$ cat src/rtl/sio_ivec_pkg.sv
package sio_ivec_pkg;
    localparam int NCH    = 2;
    localparam int CH_A   = 0;
    localparam int CH_B   = 1;
    localparam int VEC_W  = 8;
    localparam int RXM_W  = 2;
    localparam int PEND_W = 3 * NCH;

    typedef enum logic [1:0] {SRC_RX, SRC_TX, SRC_NONE} src_e;

    typedef struct packed {
        logic [NCH-1:0]   rx_p;
        logic [NCH-1:0]   tx_p;
        logic [NCH-1:0]   rx_us;
        logic [NCH-1:0]   tx_us;
        logic [VEC_W-1:0] vec;
    } ivec_st_t;

    function automatic logic [VEC_W-1:0] vec_code(src_e src, logic is_b, logic hi);
        logic [VEC_W-1:0] v;
        case (src)
            SRC_RX:  v = hi ? (is_b ? 8'h20 : 8'h30) : (is_b ? 8'h04 : 8'h0C);
            SRC_TX:  v = is_b ? 8'h00 : (hi ? 8'h10 : 8'h08);
            default: v = hi ? 8'h60 : 8'h06;
        endcase
        return v;
    endfunction
endpackage

$ cat src/rtl/sio_ivec_req.sv
module sio_ivec_req
    import sio_ivec_pkg::*;
(
    input  logic             rx_pend,
    input  logic             tx_pend,
    input  logic             tx_en,
    input  logic [RXM_W-1:0] rx_mode,
    input  logic             brk_en,
    input  logic             brk_flag,
    output logic             req
);
    logic rx_mode_on;

    always_comb begin
        rx_mode_on = (rx_mode == 2'b01) || (rx_mode == 2'b10);
        req        = (tx_en && tx_pend) || (rx_mode_on && rx_pend) || (brk_en && brk_flag);
    end
endmodule

$ cat src/rtl/sio_ivec_core.sv
module sio_ivec_core
    import sio_ivec_pkg::*;
(
    input  logic             clk,
    input  logic             rst_n,
    input  logic             stat_hi,
    input  logic [NCH-1:0]   rx_ev,
    input  logic [NCH-1:0]   tx_ev,
    input  logic [NCH-1:0]   tx_clr,
    input  logic [NCH-1:0]   ius_clr,
    output logic [NCH-1:0]   rx_p_q,
    output logic [NCH-1:0]   tx_p_q,
    output logic [NCH-1:0]   rx_p_d,
    output logic [NCH-1:0]   tx_p_d,
    output logic [VEC_W-1:0] vec_q
);
    ivec_st_t st_q, st_d;

    function automatic ivec_st_t raise_rx(ivec_st_t s, int c, logic hi);
        ivec_st_t r = s;
        r.rx_p[c] = 1'b1;
        if (!r.tx_us[c]) begin
            r.rx_us[c] = 1'b1;
            r.vec      = vec_code(SRC_RX, c == CH_B, hi);
        end
        return r;
    endfunction

    function automatic ivec_st_t raise_tx(ivec_st_t s, int c, logic hi);
        ivec_st_t r = s;
        r.tx_p[c] = 1'b1;
        if (!r.rx_us[c]) begin
            r.tx_us[c] = 1'b1;
            r.vec      = vec_code(SRC_TX, c == CH_B, hi);
        end
        return r;
    endfunction

    function automatic ivec_st_t drop_rx(ivec_st_t s, int c, logic hi);
        ivec_st_t r = s;
        r.rx_p[c]  = 1'b0;
        r.rx_us[c] = 1'b0;
        r.vec      = vec_code(SRC_NONE, c == CH_B, hi);
        if (r.tx_p[c]) r = raise_tx(r, c, hi);
        return r;
    endfunction

    function automatic ivec_st_t drop_tx(ivec_st_t s, int c, logic hi);
        ivec_st_t r = s;
        r.tx_p[c]  = 1'b0;
        r.tx_us[c] = 1'b0;
        r.vec      = vec_code(SRC_NONE, c == CH_B, hi);
        if (r.rx_p[c]) r = raise_rx(r, c, hi);
        return r;
    endfunction

    always_comb begin
        ivec_st_t nx;
        nx = st_q;
        for (int c = 0; c < NCH; c++) begin
            if (rx_ev[c])  nx = raise_rx(nx, c, stat_hi);
            if (tx_ev[c])  nx = raise_tx(nx, c, stat_hi);
            if (tx_clr[c]) nx = drop_tx(nx, c, stat_hi);
            if (ius_clr[c]) begin
                if (nx.rx_us[c])      nx = drop_rx(nx, c, stat_hi);
                else if (nx.tx_us[c]) nx = drop_tx(nx, c, stat_hi);
            end
        end
        st_d = nx;
    end

    always_ff @(posedge clk) begin
        if (!rst_n) st_q <= '0;
        else        st_q <= st_d;
    end

    assign rx_p_q = st_q.rx_p;
    assign tx_p_q = st_q.tx_p;
    assign rx_p_d = st_d.rx_p;
    assign tx_p_d = st_d.tx_p;
    assign vec_q  = st_q.vec;

    // Input contract: one command strobe per cycle (see brief).
    a_r8_one_strobe: assert property (@(posedge clk) disable iff (!rst_n)
        $onehot0({rx_ev, tx_ev, tx_clr, ius_clr}));

    a_r6_slot_shared: assert property (@(posedge clk) disable iff (!rst_n)
        (st_q.rx_us & st_q.tx_us) == '0);

    a_r8_service_pending: assert property (@(posedge clk) disable iff (!rst_n)
        ((st_q.rx_us & ~st_q.rx_p) == '0) && ((st_q.tx_us & ~st_q.tx_p) == '0));

    a_r2_rx_sets_pend: assert property (@(posedge clk) disable iff (!rst_n)
        (|rx_ev) |=> ((st_q.rx_p & $past(rx_ev)) == $past(rx_ev)));

    a_r7_tx_clr_drops: assert property (@(posedge clk) disable iff (!rst_n)
        (|tx_clr) |=> ((st_q.tx_p & $past(tx_clr)) == '0));
endmodule

$ cat src/rtl/sio_irq_vector.sv
module sio_irq_vector
    import sio_ivec_pkg::*;
(
    input  logic         clk,
    input  logic         rst_n,
    input  logic         stat_hi,
    input  logic [1:0]   rx_ev,
    input  logic [1:0]   tx_ev,
    input  logic [1:0]   tx_clr,
    input  logic [1:0]   ius_clr,
    input  logic [1:0]   tx_ie,
    input  logic [1:0]   rx_mode_a,
    input  logic [1:0]   rx_mode_b,
    input  logic [1:0]   brk_ie,
    input  logic [1:0]   brk_st,
    output logic [7:0]   vec_o,
    output logic [5:0]   pend_o,
    output logic         irq_o
);
    logic [NCH-1:0]   rx_p_q, tx_p_q, rx_p_d, tx_p_d;
    logic [NCH-1:0]   chan_req;
    logic [NCH-1:0]   brk_on;
    logic [RXM_W-1:0] rx_mode [NCH];
    logic             irq_d, irq_q;

    assign rx_mode[CH_A] = rx_mode_a;
    assign rx_mode[CH_B] = rx_mode_b;
    assign brk_on        = brk_ie & brk_st;

    sio_ivec_core core_i (
        .clk     (clk),
        .rst_n   (rst_n),
        .stat_hi (stat_hi),
        .rx_ev   (rx_ev),
        .tx_ev   (tx_ev),
        .tx_clr  (tx_clr),
        .ius_clr (ius_clr),
        .rx_p_q  (rx_p_q),
        .tx_p_q  (tx_p_q),
        .rx_p_d  (rx_p_d),
        .tx_p_d  (tx_p_d),
        .vec_q   (vec_o)
    );

    for (genvar g = 0; g < NCH; g++) begin : g_req
        sio_ivec_req req_i (
            .rx_pend  (rx_p_d[g]),
            .tx_pend  (tx_p_d[g]),
            .tx_en    (tx_ie[g]),
            .rx_mode  (rx_mode[g]),
            .brk_en   (brk_ie[g]),
            .brk_flag (brk_st[g]),
            .req      (chan_req[g])
        );
    end

    always_comb begin
        irq_d = |chan_req;
    end

    always_ff @(posedge clk) begin
        if (!rst_n) irq_q <= 1'b0;
        else        irq_q <= irq_d;
    end

    assign irq_o  = irq_q;
    assign pend_o = {rx_p_q[CH_A], tx_p_q[CH_A], brk_on[CH_A],
                     rx_p_q[CH_B], tx_p_q[CH_B], brk_on[CH_B]};

    a_r11_quiet_no_irq: assert property (@(posedge clk) disable iff (!rst_n)
        (pend_o == 6'd0 && rx_ev == 2'b00 && tx_ev == 2'b00) |=> !irq_o);

    a_r10_no_enable_no_irq: assert property (@(posedge clk) disable iff (!rst_n)
        (tx_ie == 2'b00 && brk_ie == 2'b00 && rx_mode_a == 2'b00 && rx_mode_b == 2'b00)
        |=> !irq_o);
endmodule

$ cat config.mk
export PLATFORM = sky130hd
export DESIGN_NAME = sio_irq_vector
export DESIGN_NICKNAME = d
export VERILOG_FILES = /design/src/rtl/sio_ivec_pkg.sv /design/src/rtl/sio_ivec_req.sv /design/src/rtl/sio_ivec_core.sv /design/src/rtl/sio_irq_vector.sv
export SDC_FILE = /design/constraint.sdc
export NUM_CORES = 1
export LEC_CHECK = 0
export ABC_AREA = 1
export BUFFER_PORTS_ARGS = -buffer_cell sky130_fd_sc_hd__buf_4
export CAP_MARGIN = 20
export CORE_MARGIN = 3
export CORE_UTILIZATION = 39
export CTS_CLUSTER_SIZE = 24
export DETAILED_ROUTE_END_ITERATION = 7
export PLACE_DENSITY = 0.63
export SLEW_MARGIN = 0
export SYNTH_ARGS = -nofsm -noshare
export SYNTH_HDL_FRONTEND = slang
export SYNTH_SLANG_ARGS = --single-unit
$ cat constraint.sdc
create_clock -name clk -period 1.4 [get_ports clk]
set_input_delay 0.14 -clock clk [delete_from_list [all_inputs] [get_ports clk]]
set_output_delay 0.14 -clock clk [all_outputs]
set_load 0.02 [all_outputs]
==> Yosys cells after proc, flatten, opt, wreduce, memory -nomap -nowiden <==
Index checks and enable logic that the tools add are counted.
{ "totals": {"ff_bits": 17, "out_inout_bits": 15, "wordCells": 53} }
{ "op_classes": {"n_eq_ne": 4, "n_mux": 29, "bitwise_logic": 1, "reduce_logical": 13} }
{ "ops": {"columns": ["cell", "count"], "rows": [
  ["16-bit 2-to-1 mux", 7],
  ["15-bit 2-to-1 mux", 7],
  ["14-bit 2-to-1 mux", 2],
  ["13-bit 2-to-1 mux", 2],
  ["8-bit 2-to-1 mux", 3],
  ["6-bit 2-to-1 mux", 2],
  ["9-bit 2-to-1 mux", 1],
  ["7-bit 2-to-1 mux", 1],
  ["1-bit logical AND", 6],
  ["1-bit logical OR", 6],
  ["5-bit 2-to-1 mux", 1],
  ["2-bit by 1-bit equality test with 1-bit output (second input constant)", 2],
  ["2-bit equality test (second input constant)", 2],
  ["1-bit 2-to-1 mux", 3],
  ["2-bit bitwise AND", 1],
  ["2-bit OR reduction", 1]
]} }

==> Longest topological paths before layout <==
{ "depth": {"ltp_word": 25, "mapped_depth": 14} }

==> Modules after synthesis <==
Synthesis repeated with hierarchy kept, for this count alone.
{ "hier_totals": {"cells_unflattened": 248, "area_unflattened_um2": 1476.4} }
{ "modules_own_cells": {"columns": ["module", "n_inst", "cells_per_inst", "area_each_um2", "seq_area_each_um2"], "rows": [
  ["sio_ivec_core", 1, 220, 1352.5, 320.3],
  ["sio_ivec_req", 2, 10, 38.8, 0.0],
  ["sio_irq_vector", 1, 8, 46.3, 20.0]
]} }

==> Worst setup path before layout <==
Ideal clock, no wire load.
{ "synth_timing": {"kind": "reg2reg", "from": "register core_i.st_q[8] in the netlist's numbering", "to": "register irq_q (netlist: irq_o)", "arrival_ns": 1.202, "t_required_ns": 1.288, "slack_ns": 0.086, "stages_incl_launch_ff": 14, "path_buffers": 1, "cell_sequence": "dfxtp_1 -> inv_2 -> nand2_4 -> nand2_2 -> inv_2 -> nand2_4 -> nand2_2 -> buf_6 -> nand2_2 -> nor2_1 -> a211oi_2 -> nand2_1 -> nand2_1 -> nand2_1"} }
{ "synth_between": {"elab_chain_cells": 20, "elab_cells_between_ends": 29, "classes_between": "20 x mux; 9 x reduce/logical"} }
{ "synth_rtl": {"columns": ["item", "line", "text"], "rows": [
  ["start: declaration", "sio_ivec_core.sv:17", "ivec_st_t st_q, st_d;"],
  ["start signal: assignment", "sio_ivec_core.sv:74", "else st_q <= st_d;"],
  ["1-bit 2-to-1 mux", "sio_ivec_core.sv:22", "if (!r.tx_us[c]) begin"],
  ["15-bit 2-to-1 mux *", "sio_ivec_core.sv:61", "if (rx_ev[c]) nx = raise_rx(nx, c, stat_hi);"],
  ["9-bit 2-to-1 mux", "sio_ivec_core.sv:32", "if (!r.rx_us[c]) begin"],
  ["13-bit 2-to-1 mux *", "sio_ivec_core.sv:62", "if (tx_ev[c]) nx = raise_tx(nx, c, stat_hi);"],
  ["15-bit 2-to-1 mux *", "sio_ivec_core.sv:63", "if (tx_clr[c]) nx = drop_tx(nx, c, stat_hi);"],
  ["15-bit 2-to-1 mux", "sio_ivec_core.sv:66", "else if (nx.tx_us[c]) nx = drop_tx(nx, c, stat_hi);"],
  ["15-bit 2-to-1 mux *", "sio_ivec_core.sv:65", "if (nx.rx_us[c]) nx = drop_rx(nx, c, stat_hi);"],
  ["15-bit 2-to-1 mux *", "sio_ivec_core.sv:64", "if (ius_clr[c]) begin"],
  ["(+3 left out)", null, null],
  ["16-bit 2-to-1 mux *", "sio_ivec_core.sv:63", null],
  ["16-bit 2-to-1 mux (on tied branches)", "sio_ivec_core.sv:53, sio_ivec_core.sv:63", null],
  ["16-bit 2-to-1 mux", "sio_ivec_core.sv:66", null],
  ["16-bit 2-to-1 mux", "sio_ivec_core.sv:65", null],
  ["16-bit 2-to-1 mux *", "sio_ivec_core.sv:64", null],
  ["1-bit logical AND", "sio_ivec_req.sv:16", "req = (tx_en && tx_pend) || (rx_mode_on && rx_pend) || (brk_en && brk_flag);"],
  ["1-bit logical OR (2 in series)", "sio_ivec_req.sv:16", null],
  ["2-bit OR reduction *", "sio_irq_vector.sv:58", "irq_d = |chan_req;"],
  ["end signal: assignment", "sio_irq_vector.sv:63", "else irq_q <= irq_d;"],
  ["end: declaration", "sio_irq_vector.sv:24", "logic irq_d, irq_q;"]
]} }
Every way passes the cells marked *; elsewhere a longest branch is shown, timed or not.
A chain may end at the register's enable or synchronous reset.

==> Worst setup path in the final report <==
{ "layout_timing": {"from": "register core_i.st_q[9] in the netlist's numbering", "to": "register core_i.st_q, in the netlist core_i.vec_q[6]"} }
{ "layout_between": {"elab_chain_cells": 16, "elab_cells_between_ends": 20, "classes_between": "20 x mux"} }
{ "layout_rtl": {"columns": ["item", "line", "text"], "rows": [
  ["15-bit 2-to-1 mux *", "sio_ivec_core.sv:61", null],
  ["13-bit 2-to-1 mux *", "sio_ivec_core.sv:62", null],
  ["15-bit 2-to-1 mux", "sio_ivec_core.sv:53", "if (r.rx_p[c]) r = raise_rx(r, c, hi);"],
  ["15-bit 2-to-1 mux *", "sio_ivec_core.sv:63", null],
  ["15-bit 2-to-1 mux", "sio_ivec_core.sv:53", null],
  ["15-bit 2-to-1 mux", "sio_ivec_core.sv:66", null],
  ["15-bit 2-to-1 mux", "sio_ivec_core.sv:65", null],
  ["15-bit 2-to-1 mux *", "sio_ivec_core.sv:64", null],
  ["8-bit 2-to-1 mux / 1-bit 2-to-1 mux (equally long branches)", "sio_ivec_core.sv:22", null],
  ["16-bit 2-to-1 mux *", "sio_ivec_core.sv:61", null],
  ["8-bit 2-to-1 mux / 1-bit 2-to-1 mux (equally long branches)", "sio_ivec_core.sv:32", null],
  ["14-bit 2-to-1 mux *", "sio_ivec_core.sv:62", null],
  ["16-bit 2-to-1 mux *", "sio_ivec_core.sv:63", null],
  ["16-bit 2-to-1 mux", "sio_ivec_core.sv:66", null],
  ["16-bit 2-to-1 mux", "sio_ivec_core.sv:65", null],
  ["16-bit 2-to-1 mux *", "sio_ivec_core.sv:64", null]
]} }
Marked as above.

==> run_results.csv <==
group,metric,value,unit
routing,first_pass_iters,4,
sta,fin_skew,0.002457,ns
clock_tree,h-tree-depth,1,
clock_tree,root_buffer,"clkbuf_4",
clock_tree,clk_pin_slew_worst_paths,0.11,ns
worst_setup_path,cp-start-kind,"flop",
logic_synthesis,synthArstFlopShare,0,
cells_and_area,fin_util,0.5832,
worst_setup_path,critPathRequiredTime,1.60,ns
floorplan,core_region_area,3390,um^2
cells_and_area,fin_nets,297,
cells_and_area,area_delta_synth_final,41.45,%
routing,drt_wl_total,4.003,mm
floorplan,ios,36,
sta,finalSetupViolations,3,
sta,worst_pin_slew,0.3069,ns
clock_tree,hold_buffers,0,
logic_synthesis,synth_ff_type,"dfxtp_1",
outcome,status,"finished, violations left",
routing,vias,1640,
worst_setup_path,cp.arrival,1.60,ns
pwr,p_leak,0.001010,uW
placed_design,hpwl,2.967,mm
placed_design,dpl_cell_area,1754,um^2
logic_synthesis,syn_inst,227,
pwr,totalPowerFinal,1451,uW
clock_tree,cts_buffers,3,
cells_and_area,n_antenna_cell,0,
sta,rsz0062_at_grt,"true",
placed_design,io_buffers,35,
worst_setup_path,crit_type,"reg2reg",
sta,tns,-0.01050,ns
logic_synthesis,synth_area,1398,um^2
global_routing,grt_pass1_vias,1444,
hold_path,hold_class,"in2reg",
logic_synthesis,yosys.area.top_type,"dfxtp_1",
floorplan,die_area,4338,um^2
logic_synthesis,synth_fp_nets,248,
clock_tree,cts.sinks,17,
global_routing,grt_usage,0.1865,
sta,finalCriticalPeriod,1.406,ns
worst_setup_path,critPathMaxFanout,4,
flow_run,maxCapViolCount,0,
routing,routedWlPerCell,12.47,um
sta,fmax,711.3,MHz
sta,final-hold-violation-count,0,
logic_synthesis,synth-seq-area-share,0.2435,
placed_design,globalplace.congestion,0.8796,
logic_synthesis,synth.distinct_cells,33,
floorplan,rows,21,
global_routing,grt_max_degree,11,
logic_synthesis,synth_common_cells,"nand2_1, inv_1, nor2_1",
outcome,violations,"setup timing",
floorplan,start_util,0.4123,
routing,initialDrtViolationCount,95,
sta,fin_ws,-0.005800,ns
logic_synthesis,ys.warnings.count,0,
routing,vias_per_cell,5.109,
global_routing,antenna_found_initial,0,
cells_and_area,nFillCells,353,
logic_synthesis,syn_avg_cell_area,6.157,um^2
worst_setup_path,critPathCaptureType,"flop",
routing,ant_nets,0,
global_routing,grt_pass1_wl,6.244,mm
logic_synthesis,ys_ff_latch,17,
logic_synthesis,synth.top_cell.area_share,0.2435,
global_routing,grt_overflow,0,
pwr,peakVddDrop,0.3372,mV
sta,hold_slack,0.02417,ns
floorplan,chipHeight,65.86,um
logic_synthesis,yosysMostFrequentCell,"nand2_1",
sta,fin_crit_sh,1.004,
cells_and_area,drive_above_1_share,0.4255,
sta,maxSlewViolCount,0,
clock_tree,clk_latency,0.31,ns
sta,relSlewSlack,0.7951,
pwr,powerDensity,733.8,nW/um^2
clock_tree,cts_tree,"yes",
floorplan,die_x,65.86,um
logic_synthesis,synth_edf_count,0,
clock_tree,cts_buffer_depth,2,
logic_synthesis,synthTopCellsByArea,"dfxtp_1, nand2_1, inv_1, buf_4, nor2_1",
cells_and_area,stdcell_area,1977,um^2
routing,drc_errors,0,
-- final timing paths --
kind | cells after the start | to | startpoint | slack (ns)
worst min register to register | 2 | core_i.vec_q[7]$_SDFF_PN0_ | core_i.vec_q[7]$_SDFF_PN0_ | 0.47
worst max register to register | 11 | core_i.vec_q[6]$_SDFF_PN0_ | core_i.st_q[9]$_SDFF_PN0_ | -0.006
worst min-delay path | 3 | irq_o$_SDFF_PN0_ | tx_ie[0] | 0.02
worst max-delay path | 11 | core_i.vec_q[6]$_SDFF_PN0_ | core_i.st_q[9]$_SDFF_PN0_ | -0.006
-- critical path, cell delays in order (launching register included) --
cell,delay (ns)
dfxtp_2,0.37
nor2_4,0.05
nor2_4,0.13
nand2_4,0.07
nand2_1,0.07
nand2_2,0.09
nor2_2,0.21
inv_1,0.06
nand2_1,0.08
inv_1,0.05
nand2_1,0.06
a21oi_1,0.05
-- cells by family (layout without fill, tap and decap cells) --
family,count (synthesis),in the layout,synth area share
and+or+nand+nor,130,130,0.4503
DFF,17,17,0.2435
AOI/OAI and AO/OA,31,31,0.1307
xor gates and xnor gates,1,1,0.006268
buffers and inverters,48,96,0.1692
-- stage by stage --
stage               setup slack [ns]  instances
floorplan                    0.08601        227
global placement            -0.05708        312
detailed placement          -0.06257        312
CTS                          0.01576        316
global route                 -0.1178        321
finish                     -0.005800        321
-- power by group --
group	switching, uW	total [uW]	internal [uW]
sequential	18.2	534	515
clock	179	286	107
combinational	361	631	270
-- cell type report --
| class | instances | area, um^2 | share of cell area |
|---|---|---|---|
| Multi-Input combinational cell | 162 | 953.4 | 0.4823 |
| Sequential cell | 17 | 342.8 | 0.1734 |
| Clock buffer | 3 | 22.52 | 0.01139 |
| Tap cell | 46 | 57.56 | 0.02911 |
| Inverter | 32 | 125.1 | 0.06329 |
| Clock inverter | 1 | 5.005 | 0.002532 |
| Timing Repair Buffer | 60 | 470.5 | 0.2380 |
-- layer usage --
metal  vias to the layer above  track usage  routed length [um]
met4                         0      0.08549                 104
li1                        812            -                   -
met2                        69       0.2966                1867
met3                        11      0.03231                 311
met5                         -            0                   0
met1                       748       0.2433                1720
-- cell usage in the layout (no fill, tap or decap), types with 4 or more instances in the layout --
cell type | synthesis | final
nand2_1 | 66 | 57
buf_4 | 12 | 57
inv_1 | 27 | 24
nor2_1 | 22 | 18
dfxtp_1 | 17 | 15
nand3_1 | 16 | 11
nand2_2 | 4 | 10
o21ai_0 | 12 | 9
a21oi_1 | 9 | 8
inv_2 | 4 | 6
nand2_4 | 5 | 6
nand3_2 | 1 | 6
nor2_2 | 2 | 4
nand4_1 | 4 | 4
-- sequential cells by signal, summed over array words and instances, names as in the netlist --
| register | flops |
|---|---|
| core_i.st_q | 4 |
| core_i.vec_q | 8 |
| core_i.rx_p_q | 2 |
| irq_o | 1 |
| core_i.tx_p_q | 2 |
-- timing repair --
item | 4_1_cts | 5_1_grt
pin swaps | 4 | 12
setup buffers | 0 | 5
setup endpoints to repair | 4 | 10
resized for setup | 5 | 40
Power figures use the tool's default switching activity.
